$ cat config.mk
export PLATFORM = sky130hd
export DESIGN_NAME = chip_sel_decoder
export DESIGN_NICKNAME = d
export VERILOG_FILES = /design/src/rtl/chip_sel_decoder.sv
export SDC_FILE = /design/constraint.sdc
export NUM_CORES = 1
export LEC_CHECK = 0
export ABC_AREA = 1
export BUFFER_PORTS_ARGS = -buffer_cell sky130_fd_sc_hd__buf_4
export CAP_MARGIN = 10
export CORE_ASPECT_RATIO = 0.9
export CORE_UTILIZATION = 45
export DETAILED_ROUTE_END_ITERATION = 8
export PLACE_DENSITY = 0.83
export SYNTH_ARGS = -nofsm -noshare
export SYNTH_HDL_FRONTEND = slang
export SYNTH_SLANG_ARGS = --single-unit
$ cat constraint.sdc
create_clock -name clk -period 2.5 [get_ports clk]
set_clock_uncertainty 0.2 [all_clocks]
set_input_delay 0 -clock clk [delete_from_list [all_inputs] [get_ports clk]]
set_output_delay 0 -clock clk [all_outputs]
set_load 0.03 [all_outputs]
$ cat src/rtl/chip_sel_decoder.sv
module chip_sel_decoder #(
  parameter int PG_W  = 7,
  parameter int OFS_W = 14
) (
  input  logic             clk,
  input  logic             rst_n,
  input  logic [PG_W-1:0]  page,
  input  logic [OFS_W-1:0] offset,
  input  logic             hit,
  input  logic             rd,
  input  logic             wr,
  input  logic [2:0]       size_a,
  input  logic [2:0]       size_b,
  input  logic             wait_en,
  input  logic             pwr_low,
  output logic [7:0]       cs_n,
  output logic             we_n,
  output logic             oe_n,
  output logic             wait_req
);
  localparam int AW = PG_W + OFS_W;
  localparam logic [AW-1:0] ONE = {{(AW-1){1'b0}}, 1'b1};

  function automatic logic [AW-1:0] row_span(input logic [2:0] code);
    return code[2] ? '0 : ONE << (OFS_W + 2 + int'(code[1:0]));
  endfunction

  logic [AW-1:0] addr, span_a, end_b, loc_b, idx_a, idx_b;
  logic [7:0]    sel;
  logic          acc, acc_q;

  assign addr   = {page, offset};
  assign span_a = row_span(size_a);
  assign end_b  = span_a + row_span(size_b);
  assign loc_b  = addr - span_a;
  assign idx_a  = addr  >> (OFS_W + int'(size_a[1:0]));
  assign idx_b  = loc_b >> (OFS_W + int'(size_b[1:0]));
  assign acc    = hit && (rd || wr);

  always_comb begin
    sel = '0;
    if (acc && !pwr_low) begin
      if (addr < span_a)     sel[{1'b0, idx_a[1:0]}] = 1'b1;
      else if (addr < end_b) sel[{1'b1, idx_b[1:0]}] = 1'b1;
    end
  end

  always_ff @(posedge clk) begin
    if (!rst_n) begin
      cs_n     <= '1;
      we_n     <= 1'b1;
      oe_n     <= 1'b1;
      wait_req <= 1'b0;
      acc_q    <= 1'b0;
    end else begin
      cs_n     <= ~sel;
      we_n     <= !(wr && hit && !pwr_low);
      oe_n     <= !(rd && hit);
      wait_req <= wait_en && acc && !acc_q;
      acc_q    <= acc;
    end
  end

  p_single_sel_r1: assert property (@(posedge clk) disable iff (!rst_n) $onehot0(~cs_n));
  p_miss_quiet_r5: assert property (@(posedge clk) disable iff (!rst_n) !hit |=> (&cs_n) && !wait_req);
  p_pwr_block_r6:  assert property (@(posedge clk) disable iff (!rst_n) pwr_low |=> (&cs_n) && we_n);
  p_wait_pulse_r8: assert property (@(posedge clk) disable iff (!rst_n) wait_req |=> !wait_req);
  p_wait_strap_r8: assert property (@(posedge clk) disable iff (!rst_n) !wait_en |=> !wait_req);
endmodule

# Yosys cells after proc, flatten, opt, wreduce, memory -nomap -nowiden
# Index checks and enable logic that the tools add are counted.
# totals
ff_bits	12
input_bits	34
out_inout_bits	11
word_cells	45
# op_classes
addsub	6
n_lt_le_gt_ge	6
n_shift	4
mux	9
bitwise	1
reduce_logical	14
# op_table
operator	n
21-bit < comparator	2
21-bit 2-to-1 mux	2
1-bit by 6-bit << shifter with 21-bit output, first input constant	2
21-bit by 5-bit >> shifter with 2-bit output	2
8-bit 2-to-1 mux	3
21-bit adder	1
21-bit subtractor	1
5-bit by 2-bit adder with 6-bit output, first input constant	2
4-bit by 2-bit adder with 5-bit output, first input constant	2
1-bit logical AND	9
8-bit inverter	1
1-bit demux with 2-bit select	2
1-bit zero test	4
2-bit by 4-bit < comparator with 1-bit output, second input constant	1
3-bit by 4-bit < comparator with 1-bit output, second input constant	1
3-bit by 1-bit >= comparator with 1-bit output, second input constant	1
2-bit by 1-bit >= comparator with 1-bit output, second input constant	1
1-bit 2-to-1 mux	2
1-bit logical OR	1

# Longest topological paths before layout
# Gate-level depths: netlist of run 1.
# logic_depth
ltp_word	13
mapped_depth	17
ltp_nobuf	17

# Worst setup path after synthesis of run 1
# OpenSTA, ideal clock, no wires.
# synth_path
path_type	in2reg
start	input size_a[0]
end	register cs_n[4]
setup_time_ns	0.115
arrival_time_ns	1.782
t_required_ns	2.185
slack_ns	0.403
cell_stages	17
path_buffers	0
cell_sequence	nor2_1 -> nand2_1 -> inv_1 -> ha_1 -> fa_1 -> nand2_1 -> nand2_1 -> a21oi_1 -> ha_1 -> nand2_1 -> inv_1 -> nand2_1 -> inv_1 -> a21oi_2 -> nand3_1 -> nor2_2 -> nand2_1
# synth_between
elab_chain_len	13
elab_cells_between_ends	17
cone_classes	add/sub: 3; order compare: 4; shift: 2; mux: 6; bitwise: 1; reduce/logical: 1
# synth_rtl
element	line_no	text
from (decl)	12	input logic [2:0] size_a,
5-bit by 2-bit adder with 6-bit output (*)	25	return code[2] ? '0 : ONE << (OFS_W + 2 + int'(code[1:0]));
1-bit by 6-bit << shifter with 21-bit output (*)	25	
21-bit 2-to-1 mux (*)	25	
21-bit subtractor	35	assign loc_b = addr - span_a;
21-bit by 5-bit >> shifter with 2-bit output	37	assign idx_b = loc_b >> (OFS_W + int'(size_b[1:0]));
3-bit by 4-bit < comparator with 1-bit output (not written as such) or 3-bit by 1-bit >= comparator with 1-bit output (tied branches)	44	else if (addr < end_b) sel[{1'b1, idx_b[1:0]}] = 1'b1;
1-bit logical AND (not written as such)	44	
1-bit 2-to-1 mux (not written as such)	44	
1-bit demux with 2-bit select	44	
8-bit 2-to-1 mux	44	
8-bit 2-to-1 mux (*)	43	if (addr < span_a) sel[{1'b0, idx_a[1:0]}] = 1'b1;
8-bit 2-to-1 mux (*)	42	if (acc && !pwr_low) begin
8-bit inverter (*)	56	cs_n <= ~sel;
to (signal assigned)	56	
to (decl)	16	output logic [7:0] cs_n,
# Mark *: on every way between the ends. The rest lies on a longest branch, timed or not.
# A chain may end at the register's enable or synchronous reset.

# Worst setup path in the final report of run 1
# layout_path
start	input wr
end	register wait_req
# layout_between
elab_chain_len	4
# layout_rtl
element	line_no	text
from (decl)	11	input logic wr,
1-bit logical OR	38	assign acc = hit && (rd || wr);
1-bit logical AND	38	
1-bit logical AND (2 in series)	59	wait_req <= wait_en && acc && !acc_q;
to (signal assigned)	59	
to (decl)	19	output logic wait_req
# No other way between the ends.

==> results of run 1 <==
-- worst min-delay path by stage --
| stage | from | endpoint | slack, ps | cells past startpoint |
|---|---|---|---|---|
| after floorplan | rd | oe_n | -130 | 1 |
| after detailed placement | rd | oe_n | -2 | 2 |
| after CTS | page[6] | cs_n[2] | 20 | 6 |
| after global routing | page[6] | cs_n[3] | 40 | 6 |
| after global placement | rd | oe_n | -3 | 2 |
| final | page[6] | cs_n[1] | 8 | 6 |
-- layout make-up --
cell class                      instances  area [sq um]
Timing Repair Buffer                   55         452.9
Multi-Input combinational cell        138         790.8
Sequential cell                        12         240.2
Clock buffer                            4         36.28
Fill cell                             216         769.5
Inverter                               38         142.6
Tap cell                               28         35.03
-- power groups by stage --
stage | Sequential [uW] | Clock [uW] | Combinational, uW
2_1_floorplan | 205 | 0 | 116
3_3_place_gp | 200 | 0 | 189
3_5_place_dp | 200 | 0 | 194
4_1_cts | 195 | 150 | 215
5_1_grt | 195 | 162 | 246
6_report | 195 | 150 | 220
-- sequential cells by signal, summed over array words and instances (netlist names) --
register / count
oe_n: 1
wait_req: 1
cs_n: 8
we_n: 1
acc_q: 1
-- critical path: stages --
cell and delay [ps]:
dlygate4sd3_1 550, buf_4 140, o21a_1 170, nand2_1 140, dlygate4sd3_1 580, inv_1 50
nand2_1 40, dlygate4sd3_1 550, nor2_1 50
-- metrics by stage --
step | cell area [sq um] | total power, uW | hold WS [ps] | worst slack, ps
3_3_place_gp | 1501 | 389.1 | -2.603 | 49.72
4_1_cts | 1698 | 560.3 | 17.15 | 226.0
5_1_grt | 1698 | 603.0 | 43.28 | 7.890
2_1_floorplan | 1174 | 321.3 | -128.2 | 403.1
3_5_place_dp | 1501 | 393.3 | -1.674 | 11.21
6_report | 1698 | 565.4 | 7.611 | 184.8
-- Yosys cell counts --
library cell / number / area (sq um)
inv_2: 2 / 7.510
o21a_1: 1 / 7.510
o21ai_2: 1 / 8.760
a21oi_1: 3 / 15.01
inv_1: 35 / 131.4
a31oi_1: 1 / 6.260
nor2_2: 7 / 43.79
o21ai_0: 1 / 5.000
nor2_4: 1 / 11.26
a21oi_2: 5 / 43.79
and2_1: 1 / 6.260
nor3_2: 1 / 10.01
fa_1: 1 / 20.02
nand3b_1: 1 / 7.510
dfxtp_1: 12 / 240.2
ha_1: 13 / 162.7
nand3_2: 1 / 10.01
nand3_1: 12 / 60.06
nand3_4: 1 / 17.52
clkinv_1: 1 / 3.750
nand4_1: 1 / 6.260
or2_1: 1 / 6.260
nand2_2: 4 / 25.02
xnor2_1: 2 / 17.52
nand2_1: 57 / 214.0
nor2_1: 19 / 71.32
nor3_1: 1 / 5.000
o21ai_1: 2 / 10.01
-- logic make-up (layout without fill, tap and decap cells) --
logic type               Yosys count  count (layout)  synth area share
AND/OR/NAND/NOR                  108             108            0.4211
buffers and inverters             38              97            0.1215
adder cells (fa/ha/maj)           14              14            0.1557
AO/OA/AOI/OAI                     14              14           0.08209
flip-flops                        12              12            0.2047
XOR/XNOR                           2               2           0.01493
-- layer usage --
metal  vias to the layer above  wire length (um)  track usage
li1                        695                 -            -
met2                        40              1330       0.3655
met5                         -                 0            0
met3                         7               133      0.04897
met4                         0                37      0.05691
met1                       555              1261       0.2527
==> metrics.yaml, run 1 <==
run_status:
  outcome: "finished clean"
route:
  routed_wl_um: 2762
  vias_per_cell: 4.716
  first_iter_violations: 23
  ant_nets: 0
  drc: 0
  avgRoutedWirePerCell_um: 10.04
  drt_pre_antenna_iters: 4
  vias: 1297
clocking:
  cts_buffers: 3
  cts.clk_slew.worst_paths_ps: 60
  htreeDepth: 1
  cts-root-buf: "clkbuf_4"
  worstSkewPairLatency_ps: 270
  post_cts_buffers: 0
  clk_path_buf_depth: 2
  postCtsHoldBufs: 16
  cts_resized: 0
  clock-sinks: 12
  cts_tree: "yes"
floorplanning:
  io_pins: 45
  num_rows: 17
  placeableCoreArea_sq_um: 2467
  start_util: 0.4757
  dieWidth_um: 55.83
  die_area_sq_um: 2817
  dieHeight_um: 50.45
timing:
  final-hold-violation-count: 0
  max_freq_ghz: 0.4319
  rsz0062_at_grt: "no"
  finalCritPeriodShare: 0.9261
  min_period_ps: 2315
  tightest_slew_ps: 293.8
  finalSetupTns_ps: 0
  slew-limit-headroom: 0.8034
  setup_viol: 0
  drv_slew: 0
critical_path:
  worstSetupPathType: "input port to flip-flop"
  r2r_end: "wait_req"
  setup.worst_path.end: "wait_req"
  crit_start: "wr"
  end_kind: "flip-flop"
  r2r_cells: 1
  startpoint_type: "input port"
  worstReg2RegStart: "acc_q"
  crit_path_max_fanout: 2
  arrival_ps: 2290
  reg2reg_slack_ps: 1840
  cp.required_ps: 2470
synth:
  synth.distinct_cells: 28
  syn_inst: 188
  syn_nets: 236
  synthesis.area_sq_um: 1174
  ys_warn_count: 0
  synth_seq_cells: 12
  avgSynthCellArea_sq_um: 6.243
  seq_area_frac_synth: 0.2047
global_routing:
  antenna_found_initial: 0
  gr-total-overflow: 0
  grt_use_total: 0.2068
  grt_first_pass_wirelength_um: 4650
  grt_pass1_vias: 1156
  grt_max_degree: 8
placed_design:
  place_congestion: 0.8349
  io_buffers: 39
  place_hpwl_um: 2019
  dp_cells: 255
power_and_ir_drop:
  ir_drop_mv: 0.3749
  intPower_uw: 385.2
  power_frac_clock: 0.265
  switching_power_uw: 180.3
  power_frac_seq: 0.345
  p_leak_uw: 0.0009067
  combPwrFrac: 0.390
  switching_share: 0.3188
  power_density_nw_per_um2: 333.0
final_layout:
  diodes: 0
  drive_above_1_share: 0.2672
  utilization: 0.6881
  syn_to_final_growth_pct: 44.67
  final_common_cell: "nand2_1"
  most-common-layout-cells: "nand2_1 (57), buf_4 (39), inv_1 (35), nor2_1 (19), dlygate4sd3_1 (16)"
  finalNetCount: 296
  stdcell_count: 275
worst_hold_path:
  hp-class: "input port to flip-flop"
flow_run:
  cap_violations: 0
Power figures use the tool's default switching activity.
==> run 2, diff against run 1 <==
Clock period 2.5 ns to 2.95 ns, I/O delays scaled along.
==> run 2 against run 1 <==
Effect of this change: the flow now finishes with violations (hold timing); critical path depth up 7; design area up 1.3%; hold slack worse by 13 ps; register-to-register slack better by 450 ps; sequential power down 15%; clock-buffer cell count unchanged.
==> metrics.yaml, run 2 (synthesis results as in run 1) <==
route:
  routed_wl_um: 2913  # +5.5%
  drt_pre_antenna_iters: 4  # unchanged
  first_iter_violations: 24  # +4.3%
  vias: 1326  # +2.2%
  vias_per_cell: 4.804  # +1.9%
  drc: 0  # unchanged
  avgRoutedWirePerCell_um: 10.55  # +5.1%
  ant_nets: 0  # unchanged
placed_design:
  io_buffers: 39  # unchanged
  place_hpwl_um: 2059  # +2.0%
  place_area_sq_um: 1501  # unchanged
  place_congestion: 0.8480  # +1.6%
  pre_cts_ws_ps: 445.1  # +433.9 ps
floorplanning:
  io_pins: 45  # unchanged
  dieWidth_um: 55.83  # unchanged
  placeableCoreArea_sq_um: 2467  # unchanged
  dieHeight_um: 50.45  # unchanged
  num_rows: 17  # unchanged
  start_util: 0.4757  # unchanged
  die_area_sq_um: 2817  # unchanged
final_layout:
  diodes: 0  # unchanged
  final_common_cell: "nand2_1"
  most-common-layout-cells: "nand2_1 (57), buf_4 (39), inv_1 (35), nor2_1 (19), dlygate4sd3_1 (17)"
  syn_to_final_growth_pct: 46.48
  fillers: 210  # -2.8%
  finalNetCount: 297  # +0.34%
  drive_above_1_share: 0.2742  # +0.006987
  largest_reg_flops: 8  # unchanged
  finalInstanceArea_sq_um: 1719  # +1.3%
  largest-register: "cs_n"
timing:
  setup_slack_ps: 170.2  # -14.61 ps
  slew-limit-headroom: 0.8137  # +0.01023
  final-hold-violation-count: 3  # +3
  setup_viol: 0  # unchanged
  drv_slew: 0  # unchanged
  hold_ws_ps: -5.159  # -12.77 ps
  finalCritPeriodShare: 0.9423
  max_freq_ghz: 0.3597
  finalSetupTns_ps: 0  # unchanged
  min_period_ps: 2780
  tightest_slew_ps: 278.5  # -15.30 ps
critical_path:
  crit_path_cell_trace: "buf_4 -> dlygate4sd3_1 -> nand2_1 -> nor2_1 -> ha_1 -> xnor2_2 -> ha_1 -> nand2_1 -> inv_1 -> nand2_1 -> inv_1 -> a21oi_2 -> nand3_1 -> nor2_2 -> nand2_1 -> dlygate4sd3_1"
  arrival_ps: 2730  # +440 ps
  crit_path_max_fanout: 5  # +3
  startpoint_type: "input port"
  crit_top_cell: "nand2_1"
  cp_slowest_stage_delay_ps: 550  # -30 ps
  end_kind: "flip-flop"
  cp_slowest_cell: "dlygate4sd3_1"
  cp.required_ps: 2900  # +430 ps
  worstSetupPathType: "input port to flip-flop"
power_and_ir_drop:
  switching_power_uw: 157.9  # -12%
  p_leak_uw: 0.0009097  # +0.33%
  power_density_nw_per_um2: 281.7  # -15%
  ir_drop_mv: 0.2494  # -33%
  combPwrFrac: 0.389  # about the same
  power_frac_clock: 0.269  # +0.004
  power_frac_seq: 0.342  # -0.003
  intPower_uw: 326.4  # -15%
  switching_share: 0.3261  # +0.007262
run_status:
  violations: "hold timing"
  outcome: "finished with violations"
clocking:
  cts_buffers: 3  # unchanged
  worstSkewPairLatency_ps: 280  # about the same
  post_cts_buffers: 0  # unchanged
  clock-sinks: 12  # unchanged
  htreeDepth: 1  # unchanged
  cts-root-buf: "clkbuf_4"
  clk_path_buf_depth: 2  # unchanged
  cts.clk_slew.worst_paths_ps: 80  # +20 ps
  cts_tree: "yes"
global_routing:
  gr-total-overflow: 0  # unchanged
  grt_use_total: 0.2284  # +0.02158
  grt_first_pass_wirelength_um: 5016  # +7.9%
  grt_pass1_vias: 1265  # +9.4%
  grt_max_degree: 8  # unchanged
  antenna_found_initial: 0  # unchanged
worst_hold_path:
  hp-class: "input port to flip-flop"
flow_run:
  cap_violations: 0  # unchanged
==> run 2: cell types whose count changed in the layout (fill, tap and decap cells not counted) <==
cell,previous run,this run
a21oi_1,3,2
dlygate4sd3_1,16,17
xnor2_2,0,1
xnor2_1,2,1
a21oi_2,5,6
==> run 2: layout make-up <==
class	instances	area (sq um)	share of cell area
sequential	12	240.2	0.1397
clock buffer	4	36.28	0.02111
inverter	38	142.6	0.08297
timing repair buffer	56	462.9	0.2693
tap	28	35.03	0.02038
multi-input combinational	138	802.0	0.4665
==> run 2: through the flow <==
step / util / cells / power (uW)
2_1_floorplan: - / 188 / 272.3
5_1_grt: 0.6968 / 276 / 517.9
3_3_place_gp: 0.6085 / 255 / 329.2
6_report: 0.6968 / 276 / 484.3
4_1_cts: 0.6922 / 276 / 475.9
3_5_place_dp: 0.6085 / 255 / 333.0
==> run 2: metal layers <==
metal | up-vias | global-route usage | wire length, um
li1 | 699 | - | -
met1 | 569 | 0.2484 | 1223
met2 | 47 | 0.4297 | 1446
met4 | 0 | 0.09756 | 72
met3 | 11 | 0.04897 | 170
met5 | - | 0 | 0
==> run 2: repair_timing <==
action,CTS,global route
endpoints found under the setup margin,0,1
hold buffers,17,0
resized for setup,0,2
hold endpoints to repair,12,0
==> run 2: path summary, 6_finish.rpt <==
kind / start / endpoint / slack (ps) / cells after the start
setup / recovery: size_b[1] / cs_n[6] / 170 / 16
hold / removal: page[6] / cs_n[2] / -5 / 6
setup reg to reg: acc_q / wait_req / 2290 / 1
hold reg to reg: acc_q / wait_req / 200 / 1
==> run 2: power by group through the flow <==
| stage | clock network [uW] | registers (uW) | logic (uW) |
|---|---|---|---|
| floorplan | 0 | 174 | 98.5 |
| global placement | 0 | 169 | 160 |
| detailed placement | 0 | 169 | 164 |
| CTS | 129 | 165 | 181 |
| global route | 141 | 166 | 211 |
| finish | 130 | 165 | 188 |
==> run 2: critical path, delay by kind of cell <==
kind	cells	cell delay, ps
AO/OA/AOI/OAI	1	120
buffers and inverters	5	1320
AND/OR/NAND/NOR	7	490
adder cells (fa/ha/maj)	2	590
XOR/XNOR	1	190
==> run 3, diff against run 2 <==
Settings changed: BUFFER_PORTS_ARGS -buffer_cell sky130_fd_sc_hd__buf_4 to unset, DONT_BUFFER_PORTS set to 1, PLACE_DENSITY 0.83 to 0.69.
==> run 3 against run 2 <==
Effect of this change: the run still ends with hold timing left; design area down 12%; critical path type unchanged; sequential share of layout area grew 2.0 points; clock power shrank 30%; fmax decreased by 1.3%.
==> metrics.yaml, run 3 (synthesis results as in run 1) <==
global_routing:
  grt_max_degree: 8  # unchanged
  grt_use_total: 0.2120  # -0.01639
  gr-total-overflow: 0  # unchanged
  antenna_found_initial: 0  # unchanged
  grt_pass1_vias: 1231  # -2.7%
  grt_first_pass_wirelength_um: 4816  # -4.0%
timing:
  setup_viol: 0  # unchanged
  setup_slack_ps: 133.1  # -37.11 ps
  max_freq_ghz: 0.3550  # -1.3%
  min_period_ps: 2817  # +37.11 ps
  finalSetupTns_ps: 0  # unchanged
  drv_slew: 0  # unchanged
  final-hold-violation-count: 1  # -2
  tightest_slew_ps: 307.6  # +29.14 ps
  rsz0062_at_grt: "no"
  slew-limit-headroom: 0.7942  # -0.01950
  hold_ws_ps: -3.214  # +1.945 ps
  finalCritPeriodShare: 0.9549  # +0.01258
placed_design:
  place_hpwl_um: 2157  # +4.8%
  pre_cts_ws_ps: 595.9  # +150.8 ps
  io_buffers: 0  # -100%
  dp_cells: 216  # -15%
  place_congestion: 0.8502  # +0.26%
route:
  routed_wl_um: 2884  # -1.0%
  avgRoutedWirePerCell_um: 11.72  # +11%
  vias_per_cell: 5.016  # +4.4%
  vias: 1234  # -6.9%
  drt_pre_antenna_iters: 4  # unchanged
  drc: 0  # unchanged
  first_iter_violations: 41  # +71%
  ant_nets: 0  # unchanged
critical_path:
  worstSetupPathType: "input port to flip-flop"
  crit_path_cell_trace: "dlygate4sd3_1 -> nor2_1 -> dlygate4sd3_1 -> nand2_1 -> dlygate4sd3_1 -> inv_1 -> nand2_1 -> nand2_1 -> nand3_1 -> dlygate4sd3_1 -> nor2_2 -> nand3_1"
  cp_slowest_cell: "dlygate4sd3_1"
  end_kind: "flip-flop"
  crit_path_max_fanout: 2  # -3
  crit_family: "buffers and inverters"
  crit_top_cell: "dlygate4sd3_1"
  cp_slowest_stage_delay_ps: 570  # +20 ps
  cp.required_ps: 2890  # about the same
  path_buf_inv: 5  # unchanged
  startpoint_type: "input port"
  reg2reg_slack_ps: 2290  # about the same
  r2r_end: "wait_req"
  r2r_cells: 1  # unchanged
  arrival_ps: 2760  # +30 ps
  worstReg2RegStart: "acc_q"
clocking:
  cts-root-buf: "clkbuf_4"
  cts_buffers: 3  # unchanged
  clk_path_buf_depth: 2  # unchanged
  worstSkewPairLatency_ps: 250  # -30 ps
  clock-sinks: 12  # unchanged
  htreeDepth: 1  # unchanged
  cts.clk_slew.worst_paths_ps: 60  # -20 ps
  post_cts_buffers: 0  # unchanged
  cts_tree: "yes"
worst_hold_path:
  min-delay-start: "offset[7]"
  hold_end: "cs_n[6]"
  hp-class: "input port to flip-flop"
  min_path_cells: 8  # +2
power_and_ir_drop:
  ir_drop_mv: 0.4123  # +65%
  combPwrFrac: 0.372  # -0.017
  switching_power_uw: 132.7  # -16%
  switching_share: 0.3194  # -0.006740
  power_frac_clock: 0.218  # -0.051
  intPower_uw: 282.8  # -13%
  p_leak_uw: 0.0007676  # -16%
  power_density_nw_per_um2: 275.8  # -2.1%
  power_frac_seq: 0.410  # +0.068
floorplanning:
  placeableCoreArea_sq_um: 2467  # unchanged
  dieHeight_um: 50.45  # unchanged
  dieWidth_um: 55.83  # unchanged
  io_pins: 45  # unchanged
  die_area_sq_um: 2817  # unchanged
  num_rows: 17  # unchanged
  start_util: 0.4757  # unchanged
final_layout:
  stdcell_count: 246  # -11%
  diodes: 0  # unchanged
  largest_reg_flops: 8  # unchanged
  syn_to_final_growth_pct: 28.36
  most-common-layout-cells: "nand2_1 (57), inv_1 (35), dlygate4sd3_1 (26), nor2_1 (18), ha_1 (13)"
  drive_above_1_share: 0.1239  # -0.1503
  largest-register: "cs_n"
  final_common_cell: "nand2_1"
  finalNetCount: 268  # -9.8%
run_status:
  violations: "hold timing"
  outcome: "finished with violations"
flow_run:
  cap_violations: 0  # unchanged
[run 3: power by group through the flow]
stage                     sequential [uW]  clock [uW]  combinational (uW)
after floorplan                       174           0                98.5
after global placement                174           0                 113
after detailed placement              174           0                 119
after CTS                             170        92.2                 152
after global routing                  170         100                 174
final                                 170        90.7                 154
[run 3: per-layer routing]
metal  track usage  up-vias  share of wire
met4       0.04878        0          0.024
met3       0.04897        8          0.058
met5             0        -              0
li1              -      638              -
met2        0.4217       50           0.49
met1        0.2268      538           0.42
[run 3: how the worst max path moves through the flow]
stage,start,to,slack [ps],cells past startpoint
global placement,size_a[0],cs_n[4],660,17
finish,offset[11],cs_n[7],130,12
floorplan,size_a[0],cs_n[4],850,17
detailed placement,size_a[0],cs_n[6],600,17
global route,offset[11],cs_n[5],10,12
CTS,wr,cs_n[2],50,10
[run 3: timing repair]
item,in CTS,in global routing
setup endpoints to repair,0,4
gates resized for setup,0,2
hold buffers,28,0
endpoints found under the hold margin,12,0
[run 3: worst min-delay path, stage by stage]
cell and delay, ps:
nor2_1 20, nand2_1 40, inv_1 30, nand2_1 80, nand2_1 70, nand3_1 100
nor2_2 40, nand2_1 50
[run 3: layout make-up]
class | count | area [sq um]
inverters | 38 | 142.6
multi-input cells | 138 | 793.3
flip-flops and latches | 12 | 240.2
clock buffers | 3 | 22.52
fillers | 226 | 960.9
repair buffers | 27 | 272.8
well taps | 28 | 35.03
[run 3: per-stage QoR]
step	power (uW)	hold slack (ps)	utilization	instance area, sq um
global route	444.1	41.11	0.6105	1506
detailed placement	293.5	-123.1	0.4899	1209
finish	415.4	-3.214	0.6105	1506
global placement	286.9	-127.7	0.4899	1209
CTS	414.3	2.271	0.6126	1511
floorplan	272.3	-128.2	-	1174
